`src/rtl/rwc_pkg.sv`:
```
package rwc_pkg;

  localparam int CFG_W        = 12;
  localparam int CFG_XRST_BIT = 4;
  localparam int CFG_WDT_BIT  = 2;

  localparam int STS_W      = 6;
  localparam int STS_POR    = 0;
  localparam int STS_EXT    = 1;
  localparam int STS_WDTRST = 2;
  localparam int STS_WK_PIN = 3;
  localparam int STS_WK_CMP = 4;
  localparam int STS_WK_WDT = 5;

  typedef enum logic [2:0] {
    ST_START = 3'd0,
    ST_RUN   = 3'd1,
    ST_SLEEP = 3'd2,
    ST_HOLD  = 3'd3,
    ST_WRST  = 3'd4
  } rwc_state_e;

endpackage

```
`src/rtl/rwc_sync.sv`:
```
module rwc_sync #(
  parameter int   W       = 1,
  parameter int   STAGES  = 2,
  parameter logic RST_VAL = 1'b0
) (
  input  logic         clk,
  input  logic         rst_n,
  input  logic [W-1:0] d,
  output logic [W-1:0] q
);

  logic [STAGES-1:0][W-1:0] chain_q;

  always_ff @(posedge clk or negedge rst_n) begin
    if (!rst_n) begin
      for (int s = 0; s < STAGES; s++) chain_q[s] <= {W{RST_VAL}};
    end else begin
      chain_q[0] <= d;
      for (int s = 1; s < STAGES; s++) chain_q[s] <= chain_q[s-1];
    end
  end

  assign q = chain_q[STAGES-1];

endmodule

```
`src/rtl/rwc_wdt.sv`:
```
module rwc_wdt #(
  parameter int LIMIT = 8
) (
  input  logic clk,
  input  logic rst_n,
  input  logic en,
  input  logic tick_s,
  input  logic clr,
  output logic timeout
);

  localparam int            CW   = (LIMIT > 1) ? $clog2(LIMIT) : 1;
  localparam logic [CW-1:0] LAST = CW'(LIMIT - 1);

  logic          tick_d_q;
  logic [CW-1:0] cnt_q, cnt_d;
  logic          tick_ev, at_last;

  assign tick_ev = tick_s & ~tick_d_q;
  assign at_last = (cnt_q == LAST);
  assign timeout = en & tick_ev & at_last & ~clr;

  always_comb begin
    cnt_d = cnt_q;
    if (clr || !en) begin
      cnt_d = '0;
    end else if (tick_ev) begin
      cnt_d = at_last ? '0 : cnt_q + 1'b1;
    end
  end

  always_ff @(posedge clk or negedge rst_n) begin
    if (!rst_n) begin
      tick_d_q <= 1'b0;
      cnt_q    <= '0;
    end else begin
      tick_d_q <= tick_s;
      cnt_q    <= cnt_d;
    end
  end

  AST_WDT_CNT_RANGE: assert property (@(posedge clk) disable iff (!rst_n)
    cnt_q <= LAST);
  AST_WDT_CLR_ZEROES: assert property (@(posedge clk) disable iff (!rst_n)
    clr |=> (cnt_q == '0));
  AST_WDT_OFF_IDLE: assert property (@(posedge clk) disable iff (!rst_n)
    !en |=> (cnt_q == '0));

endmodule

```
`src/rtl/rwc_wake.sv`:
```
module rwc_wake #(
  parameter int NPIN = 4
) (
  input  logic            clk,
  input  logic            rst_n,
  input  logic            arm,
  input  logic [NPIN-1:0] pins_s,
  input  logic            cmp_s,
  output logic            pin_chg,
  output logic            cmp_chg
);

  logic [NPIN-1:0] ref_q, ref_d;
  logic            cref_q, cref_d;
  logic [NPIN-1:0] diff;

  generate
    for (genvar i = 0; i < NPIN; i++) begin : g_pin
      assign diff[i] = pins_s[i] ^ ref_q[i];
    end
  endgenerate

  assign pin_chg = |diff;
  assign cmp_chg = cmp_s ^ cref_q;

  always_comb begin
    ref_d  = ref_q;
    cref_d = cref_q;
    if (arm) begin
      ref_d  = pins_s;
      cref_d = cmp_s;
    end
  end

  always_ff @(posedge clk or negedge rst_n) begin
    if (!rst_n) begin
      ref_q  <= '0;
      cref_q <= 1'b0;
    end else begin
      ref_q  <= ref_d;
      cref_q <= cref_d;
    end
  end

  AST_WAKE_REF_CAPTURE: assert property (@(posedge clk) disable iff (!rst_n)
    arm |=> (ref_q == $past(pins_s)) && (cref_q == $past(cmp_s)));

endmodule

```
`src/rtl/rstwake_ctrl.sv`:
```
module rstwake_ctrl
  import rwc_pkg::*;
#(
  parameter int NPIN           = 4,
  parameter int STARTUP_CYCLES = 1000,
  parameter int WDT_LIMIT      = 8,
  parameter int SYNC_STAGES    = 2
) (
  input  logic             clk,
  input  logic             por_n,
  input  logic [CFG_W-1:0] cfg_word,
  input  logic             rst_pin,
  input  logic             wdt_tick,
  input  logic             sleep_req,
  input  logic             wdt_clr,
  input  logic [NPIN-1:0]  pins_in,
  input  logic             cmp_in,
  output logic             core_rst_n,
  output logic             core_run,
  output logic             rstpin_is_gpio,
  output logic [STS_W-1:0] cause_flags
);

  localparam int            SU_W  = (STARTUP_CYCLES > 1) ? $clog2(STARTUP_CYCLES) : 1;
  localparam logic [SU_W-1:0] SU_LAST = SU_W'(STARTUP_CYCLES - 1);
  localparam int            AW    = NPIN + 2;

  // power-on reset: asynchronous assert, synchronous release
  logic por_r1_q, srst_n;
  always_ff @(posedge clk or negedge por_n) begin
    if (!por_n) begin
      por_r1_q <= 1'b0;
      srst_n   <= 1'b0;
    end else begin
      por_r1_q <= 1'b1;
      srst_n   <= por_r1_q;
    end
  end

  // configuration decode
  logic xrst_en, wdt_en, cfg_unused;
  assign xrst_en        = cfg_word[CFG_XRST_BIT];
  assign wdt_en         = cfg_word[CFG_WDT_BIT];
  assign rstpin_is_gpio = ~xrst_en;
  assign cfg_unused     = ^{cfg_word[CFG_W-1:CFG_XRST_BIT+1], cfg_word[CFG_XRST_BIT-1:CFG_WDT_BIT+1],
                            cfg_word[CFG_WDT_BIT-1:0]};

  // input synchronizers
  logic [AW-1:0]   async_vec, sync_vec;
  logic [NPIN-1:0] pins_s;
  logic            cmp_s, tick_s, rpin_s;

  assign async_vec = {wdt_tick, cmp_in, pins_in};

  rwc_sync #(.W(AW), .STAGES(SYNC_STAGES), .RST_VAL(1'b0)) u_sync_in (
    .clk   (clk),
    .rst_n (srst_n),
    .d     (async_vec),
    .q     (sync_vec)
  );

  rwc_sync #(.W(1), .STAGES(SYNC_STAGES), .RST_VAL(1'b1)) u_sync_pin (
    .clk   (clk),
    .rst_n (srst_n),
    .d     (rst_pin),
    .q     (rpin_s)
  );

  assign pins_s = sync_vec[NPIN-1:0];
  assign cmp_s  = sync_vec[NPIN];
  assign tick_s = sync_vec[NPIN+1];

  // state
  rwc_state_e       state_q, state_d;
  logic [SU_W-1:0]  su_cnt_q, su_cnt_d;
  logic [STS_W-1:0] flags_q, flags_d;

  logic ext_act, awake, asleep, running, su_done;
  logic go_sleep, wdt_clr_i, wdt_to, pin_chg, cmp_chg;
  logic wake_pin, wake_cmp, wake_wdt, wake_any;

  assign ext_act = xrst_en & ~rpin_s;
  assign running = (state_q == ST_RUN);
  assign asleep  = (state_q == ST_SLEEP);
  assign awake   = running | asleep;
  assign su_done = (su_cnt_q == SU_LAST);

  assign go_sleep  = running & sleep_req & ~ext_act & ~wdt_to;
  assign wdt_clr_i = wdt_clr | (running & sleep_req) | ~awake;

  rwc_wdt #(.LIMIT(WDT_LIMIT)) u_wdt (
    .clk     (clk),
    .rst_n   (srst_n),
    .en      (wdt_en),
    .tick_s  (tick_s),
    .clr     (wdt_clr_i),
    .timeout (wdt_to)
  );

  rwc_wake #(.NPIN(NPIN)) u_wake (
    .clk     (clk),
    .rst_n   (srst_n),
    .arm     (go_sleep),
    .pins_s  (pins_s),
    .cmp_s   (cmp_s),
    .pin_chg (pin_chg),
    .cmp_chg (cmp_chg)
  );

  assign wake_pin = asleep & ~ext_act & pin_chg;
  assign wake_cmp = asleep & ~ext_act & cmp_chg;
  assign wake_wdt = asleep & ~ext_act & wdt_to;
  assign wake_any = wake_pin | wake_cmp | wake_wdt;

  // next state
  always_comb begin
    state_d  = state_q;
    su_cnt_d = su_cnt_q;
    case (state_q)
      ST_START: begin
        su_cnt_d = su_cnt_q + 1'b1;
        if (su_done) begin
          su_cnt_d = '0;
          state_d  = ext_act ? ST_HOLD : ST_RUN;
        end
      end
      ST_RUN: begin
        if (ext_act)       state_d = ST_HOLD;
        else if (wdt_to)   state_d = ST_WRST;
        else if (go_sleep) state_d = ST_SLEEP;
      end
      ST_SLEEP: begin
        if (ext_act)       state_d = ST_HOLD;
        else if (wake_any) state_d = ST_RUN;
      end
      ST_HOLD: begin
        if (!ext_act)      state_d = ST_RUN;
      end
      ST_WRST: begin
        state_d = ext_act ? ST_HOLD : ST_RUN;
      end
      default: state_d = ST_START;
    endcase
  end

  // cause flags
  always_comb begin
    flags_d = flags_q;
    if (state_d == ST_HOLD && state_q != ST_HOLD) flags_d[STS_EXT]    = 1'b1;
    if (running && wdt_to && !ext_act)            flags_d[STS_WDTRST] = 1'b1;
    if (wake_pin)                                 flags_d[STS_WK_PIN] = 1'b1;
    if (wake_cmp)                                 flags_d[STS_WK_CMP] = 1'b1;
    if (wake_wdt)                                 flags_d[STS_WK_WDT] = 1'b1;
  end

  always_ff @(posedge clk or negedge srst_n) begin
    if (!srst_n) begin
      state_q  <= ST_START;
      su_cnt_q <= '0;
      flags_q  <= STS_W'(1) << STS_POR;
    end else begin
      state_q  <= state_d;
      su_cnt_q <= su_cnt_d;
      flags_q  <= flags_d;
    end
  end

  assign core_rst_n  = awake;
  assign core_run    = running;
  assign cause_flags = flags_q;

  AST_EXT_HOLDS: assert property (@(posedge clk) disable iff (!srst_n)
    (xrst_en && !rpin_s) |=> !core_rst_n);
  AST_PIN_IGNORED: assert property (@(posedge clk) disable iff (!srst_n)
    !xrst_en |=> (state_q != ST_HOLD));
  AST_NO_RESTART_DELAY: assert property (@(posedge clk) disable iff (!srst_n)
    (state_q != ST_START) |=> (state_q != ST_START));
  AST_WDT_RUN_RESET: assert property (@(posedge clk) disable iff (!srst_n)
    (running && wdt_to && !ext_act) |=> (!core_rst_n && state_q == ST_WRST));
  AST_WDT_SLEEP_WAKE: assert property (@(posedge clk) disable iff (!srst_n)
    (asleep && wdt_to && !ext_act) |=> (core_rst_n && core_run));
  AST_SLEEP_HALTS: assert property (@(posedge clk) disable iff (!srst_n)
    go_sleep |=> (core_rst_n && !core_run));
  AST_FLAGS_STICKY: assert property (@(posedge clk) disable iff (!srst_n)
    ((cause_flags & $past(cause_flags)) == $past(cause_flags)));

endmodule

```
`config.mk`:
```
export PLATFORM = sky130hd
export DESIGN_NAME = rstwake_ctrl
export DESIGN_NICKNAME = d
export VERILOG_FILES = /design/src/rtl/rwc_pkg.sv /design/src/rtl/rwc_sync.sv /design/src/rtl/rwc_wdt.sv /design/src/rtl/rwc_wake.sv /design/src/rtl/rstwake_ctrl.sv
export SDC_FILE = /design/constraint.sdc
export NUM_CORES = 1
export LEC_CHECK = 0
export CAP_MARGIN = 40
export CELL_PAD_IN_SITES_DETAIL_PLACEMENT = 2
export CELL_PAD_IN_SITES_GLOBAL_PLACEMENT = 2
export CORE_MARGIN = 2
export CORE_UTILIZATION = 35
export DETAILED_ROUTE_END_ITERATION = 12
export PLACE_DENSITY_LB_ADDON = 0.3
export SETUP_SLACK_MARGIN = 0.2
export SYNTH_ARGS = -nofsm -noshare
export SYNTH_HDL_FRONTEND = slang
export SYNTH_HIERARCHICAL = 1
export SYNTH_SLANG_ARGS = --single-unit
```
`constraint.sdc`:
```
create_clock -name clk -period 3.04 [get_ports clk]
set_input_delay 0.456 -clock clk [delete_from_list [all_inputs] [get_ports clk]]
set_output_delay 0.456 -clock clk [all_outputs]
set_load 0.01 [all_outputs]
```
* After elaboration in Yosys (flattened, before gate mapping) *
Cells that the tools add are included.

operators by class
  $add $sub $neg = 2
  eq/ne operators = 8
  mux-type cells = 13
  bitwise gates (word level) = 29
  reductions and logical operators = 9

operators by type and width
  operator                                        count
  2-to-1 mux 3 bit                                10
  one-hot mux 3 bit (5 select lines)              1
  bitwise AND 1 bit                               12
  adder 10 x 1 -> 10 bit (second input constant)  1
  == test 10 bit (second input constant)          1
  2-to-1 mux 10 bit                               1
  == test 3 x 2 -> 1 bit (second input constant)  3
  inverter 1 bit                                  7
  == test 3 bit (second input constant)           2
  OR 1 bit                                        5
  XOR 1 bit                                       5
  OR reduction 4 bit                              1
  adder 3 x 1 -> 3 bit (second input constant)    1
  == test 3 x 1 -> 1 bit (second input constant)  1
  logical AND 1 bit                               3
  zero test 3 bit                                 1
  != test 3 x 2 -> 1 bit (second input constant)  1
  zero test 1 bit                                 2
  2-to-1 mux 2 bit                                1
  nonzero test 2 bit                              1
  logical OR 1 bit                                1

word-level totals
  flip-flop bits (word level) = 43
  input port bits = 23
  output and inout port bits = 9
  logic and storage cells = 78

* Longest topological paths before layout *
  depth in word-level cells = 14
  depth in mapped cells = 11

* Cells and area by module *
Netlist, hierarchy kept.

by module, submodules not included
  module                 times used  cells an instance  area each (µm²)  seq. area each (µm²)
  rstwake_ctrl           1           106                1026.0           500.5
  rwc_sync (u_sync_in)   1           18                 345.3            300.3
  rwc_wake               1           16                 231.5            125.1
  rwc_wdt                1           20                 202.7            100.1
  rwc_sync (u_sync_pin)  1           2                  52.6             52.6

* Least setup slack after synthesis *
OpenSTA, ideal clock, no wires.

  path kind = flip-flop to flip-flop
  start = register state_q[1]
  end = register u_wake.cref_q
  library setup time = 0.125 ns
  arrival = 2.217 ns
  path slack = 0.699 ns
  stages on the path, launching flop included = 10
  path buffers = 1
  clock period less this slack = 2.341 ns
  cell sequence = dfrtp_1 > clkbuf_1 > nand2_1 > o21ai_0 > nand2_1 > nand2b_1 > nor3_1 > nand2b_1 > nor4_1 > mux2_2

between the ends
  word-level cells in the longest chain between the ends = 8
  elaborated cells on any way between the ends = 12
  classes of those cells = 2 x eq/ne; 10 x bitwise

ends and longest elaborated chain
  what                                                                     line                                    RTL
  start: declaration                                                       rstwake_ctrl.sv:74                      rwc_state_e state_q, state_d;
  start signal: assignment                                                 rstwake_ctrl.sv:162                     state_q <= state_d;
  == test 3 x 1 -> 1 bit / == test 3 x 2 -> 1 bit (equally long branches)  rstwake_ctrl.sv:83, rstwake_ctrl.sv:84
  bitwise AND 1 bit / OR 1 bit (equally long branches)                     rstwake_ctrl.sv:89, rstwake_ctrl.sv:85
  OR 1 bit / inverter 1 bit (equally long branches)                        rstwake_ctrl.sv:89                      assign wdt_clr_i = wdt_clr | (running & sleep_req) | ~awake;
  OR 1 bit *                                                               rstwake_ctrl.sv:89
  named net wdt_clr_i                                                      rstwake_ctrl.sv:79                      logic go_sleep, wdt_clr_i, wdt_to, pin_chg, cmp_chg;
  inverter 1 bit *                                                         rwc_wdt.sv:21                           assign timeout = en & tick_ev & at_last & ~clr;
  bitwise AND 1 bit *                                                      rwc_wdt.sv:21
  named net wdt_to                                                         rstwake_ctrl.sv:79
  inverter 1 bit *                                                         rstwake_ctrl.sv:88                      assign go_sleep = running & sleep_req & ~ext_act & ~wdt_to;
  bitwise AND 1 bit *                                                      rstwake_ctrl.sv:88
  named net go_sleep                                                       rstwake_ctrl.sv:79
  end signal: assignment                                                   rwc_wake.sv:41                          cref_q <= cref_d;
  end: declaration                                                         rwc_wake.sv:14                          logic cref_q, cref_d;

Mark *: on every way through the listed nets, which the timed path passes. The rest lies on a longest branch.
A chain may end at the register's enable or synchronous reset.

* Final worst setup path *
  start = register state_q[0]
  end = register u_wake.ref_q[3]

between the ends
  word-level cells in the longest chain between the ends = 8
  elaborated cells on any way between the ends = 12
  classes of those cells = 2 x eq/ne; 10 x bitwise

ends and longest elaborated chain
  what                                                                     line                                    RTL
  == test 3 x 1 -> 1 bit / == test 3 x 2 -> 1 bit (equally long branches)  rstwake_ctrl.sv:83, rstwake_ctrl.sv:84
  bitwise AND 1 bit / OR 1 bit (equally long branches)                     rstwake_ctrl.sv:89, rstwake_ctrl.sv:85
  OR 1 bit / inverter 1 bit (equally long branches)                        rstwake_ctrl.sv:89
  OR 1 bit *                                                               rstwake_ctrl.sv:89
  named net wdt_clr_i                                                      rstwake_ctrl.sv:79
  inverter 1 bit *                                                         rwc_wdt.sv:21
  bitwise AND 1 bit *                                                      rwc_wdt.sv:21
  named net wdt_to                                                         rstwake_ctrl.sv:79
  inverter 1 bit *                                                         rstwake_ctrl.sv:88
  bitwise AND 1 bit *                                                      rstwake_ctrl.sv:88
  named net go_sleep                                                       rstwake_ctrl.sv:79
  end signal: assignment                                                   rwc_wake.sv:40                          ref_q <= ref_d;
  end: declaration                                                         rwc_wake.sv:13                          logic [NPIN-1:0] ref_q, ref_d;

Marks and branches as above.

==> results.json <==
{
  "required_ns": 3.23,
  "clock_sinks": 43,
  "synthXorXnorAreaFrac": 0.0471,
  "dp_cells": 246,
  "fp.dieArea_mm2": 0.00591,
  "cts-root-buf": "clkbuf_8",
  "cpPeakStageDelay_ns": 0.54,
  "maxCapViolations": 0,
  "rr_startpoint": "state_q[0]",
  "critical-path-slowest-cell": "dfrtp_1",
  "syn-instance-count": 162,
  "fmax_mhz": 392,
  "diodes": 0,
  "grt_pass1_wl_um": 7230,
  "vdd_drop_max_mv": 0.334,
  "ant_nets": 0,
  "coreArea_mm2": 0.00511,
  "design_area_mm2": 0.00225,
  "crit_family": "simple AND/OR/NAND/NOR gates",
  "routed_wl_um": 4110,
  "ys_types": 35,
  "power_leakage_nw": 0.956,
  "place.gp.congestion": 0.740,
  "start_kind": "flip-flop",
  "cts_max_path_buffers": 2,
  "vias": 1276,
  "io_buffers": 20,
  "cp_max_fo": 9,
  "grt_pass1_vias": 1461,
  "cts_buffers": 5,
  "slew_headroom": 0.466,
  "postSynthAreaPerCell_um2": 11.5,
  "grt_overflow": 0,
  "synthTopCellsByArea": "dfrtp_1 (55%), mux2_2 (3.6%), a21oi_1 (3.2%), buf_4 (2.8%), dfstp_2 (2.8%)",
  "netlist.top_cell.by_area": "dfrtp_1",
  "synth_top_area_frac": 0.552,
  "drt-pass1-iter-count": 4,
  "via_per_inst": 5.00,
  "synth_compound_area_frac": 0.0815,
  "dp_hpwl_um": 2900,
  "crit_buf_inv": 2,
  "rows": 26,
  "worstSetupPathType": "flip-flop to flip-flop",
  "yosysSeqAreaShare": 0.580,
  "yosys.area_share.simple": 0.169,
  "synthAdderAreaFrac": 0.0202,
  "worstSetupStartpoint": "state_q[0]",
  "status": "completed",
  "area_growth_pct": 20.9,
  "place_area_mm2": 0.00210,
  "cp-end-kind": "flip-flop",
  "ff2ff_setup_slack_ns": 0.49,
  "skew_ns": 0.00548,
  "power_w": 0.00179,
  "grt_usage": 0.157,
  "ys_ff_latch": 43,
  "final.fill_count": 544,
  "first_iter_violations": 41,
  "critPathArrivalTime_ns": 2.75,
  "drc_errors": 0,
  "cts-htree-levels": 2,
  "hold_viol_final": 0,
  "final_cells": 255,
  "final.period_utilization": 0.840,
  "cts_tree": "done",
  "grt_max_degree": 23,
  "worst-slew-pin-transition_ns": 0.801,
  "clkSlewWorstSetupHoldPaths_ns": 0.08,
  "setup_viol": 0,
  "drt-wirelength-per-cell_um": 16.1,
  "synth.cell_area_mm2": 0.00186,
  "path_cells": "inv_1 -> nand2_1 -> o21ai_0 -> nand2_1 -> nand2b_1 -> nor3_1 -> nand2b_1 -> nor4_2 -> clkdlybuf4s15_2 -> mux2_2",
  "antenna_found_initial": 0,
  "die_h_um": 76.9,
  "fin_crit_ns": 2.55,
  "rsz0062_at_grt": "false",
  "start_util": 0.364,
  "io_pins": 32,
  "nNetsFinal": 210,
  "hold_path.class": "primary input to asynchronous set/reset pin",
  "drive_above_1_share": 0.135,
  "die_w_um": 76.9,
  "synth_top_family_by_area": "simple AND/OR/NAND/NOR gates",
  "slew_viol_final": 0,
  "muxShareOfSynthArea": 0.0471,
  "final_common_cell": "dfrtp_1",
  "setup_tns_ns": 0,
  "insertion_delay_ns": 0.30,
  "power_density_mw_per_mm2": 798,
  "layout.cells.most_common_list": "dfrtp_1 (41), clkdlybuf4s50_1 (20), a21oi_1 (12), nor2_1 (11), nand2_1 (11)",
  "ys_warn_count": 6
}
## per-layer routing
metal | global-route usage | share of wire | up-vias
li1 | - | - | 591
met2 | 0.277 | 0.52 | 17
met4 | 0.0545 | 0.016 | 0
met3 | 0.0388 | 0.027 | 6
met1 | 0.185 | 0.43 | 662
met5 | 0 | 0 | -
## power by group
part	internal, W	total (W)	switching (W)
combinational	0.000233	0.000469	0.000236
sequential	0.000677	0.000792	0.000116
clock	0.000328	0.000531	0.000204
total	0.00124	0.00179	0.000556
## synth_stat cells (all sizes together)
cell,n
dfrtp,41
a21oi,12
nand2,11
nor2,11
buf,9
nand2b,7
mux2,6
nor3,6
o21ai,5
xnor2,5
xor2,5
a21o,4
inv,4
nand4,4
nor4,4
ha,3
nand3,3
and3,2
clkbuf,2
dfstp,2
mux2i,2
o22ai,2
or2,2
or3,2
a2bb2o,1
a31oi,1
and2,1
conb,1
nand4bb,1
nor2b,1
nor4b,1
o31ai,1
## cells by family (layout without fill, tap and decap cells)
kind of cell,count (synthesis),in the layout
simple gates,56,56
flops,43,43
compound gates,26,26
buf+inv,15,37
xor+xnor,10,10
mux,8,8
fa+ha+maj,3,3
other cells,1,2
## stage by stage
stage	hold slack (ns)	util	setup WS [ns]
2_1_floorplan	0.160	-	0.699
3_3_place_gp	0.335	0.409	0.114
3_5_place_dp	0.338	0.411	0.263
4_1_cts	0.298	0.438	0.329
5_1_grt	0.287	0.440	0.263
6_report	0.305	0.440	0.487
## worst paths after layout
path / to / cells after the start
worst max-delay path: u_wake/ref_q[3] / 10
worst min-delay path: por_r1_q / 1
worst max register to register: u_wake/ref_q[3] / 10
worst min register to register: u_sync_in/q[2] / 0
max in group asynchronous: u_sync_in/chain_q[5] / 1
min in group clk: u_sync_in/q[2] / 0
## area by class of cell
| type | instances | area (um^2) | area share |
|---|---|---|---|
| Clock buffer | 5 | 68.8 | 0.0306 |
| Sequential cell | 43 | 1080 | 0.480 |
| Timing Repair Buffer | 25 | 238 | 0.106 |
| Clock inverter | 3 | 67.6 | 0.0301 |
| Tap cell | 70 | 87.6 | 0.0390 |
| Multi-Input combinational cell | 105 | 692 | 0.308 |
| Inverter | 4 | 15.0 | 0.00668 |
## state kept, by name, summed over array words and instances, names as in the netlist
name,flops
cause_flags,5
por_r1_q,1
u_sync_in/q,6
u_wake/cref_q,1
u_wdt/tick_d_q,1
u_sync_pin/chain_q,1
srst_n,1
u_wake/ref_q,4
state_q,3
u_wdt/cnt_q,3
su_cnt_q,10
u_sync_pin/q,1
u_sync_in/chain_q,6
## repair_timing
| action | 4_1_cts | 5_1_grt |
|---|---|---|
| setup endpoints to repair | 0 | 4 |
| setup buffers | 0 | 0 |
| resized for setup | 0 | 1 |
| hold buffers | 0 | 0 |
Note: power is estimated with default switching activity, not from simulation.
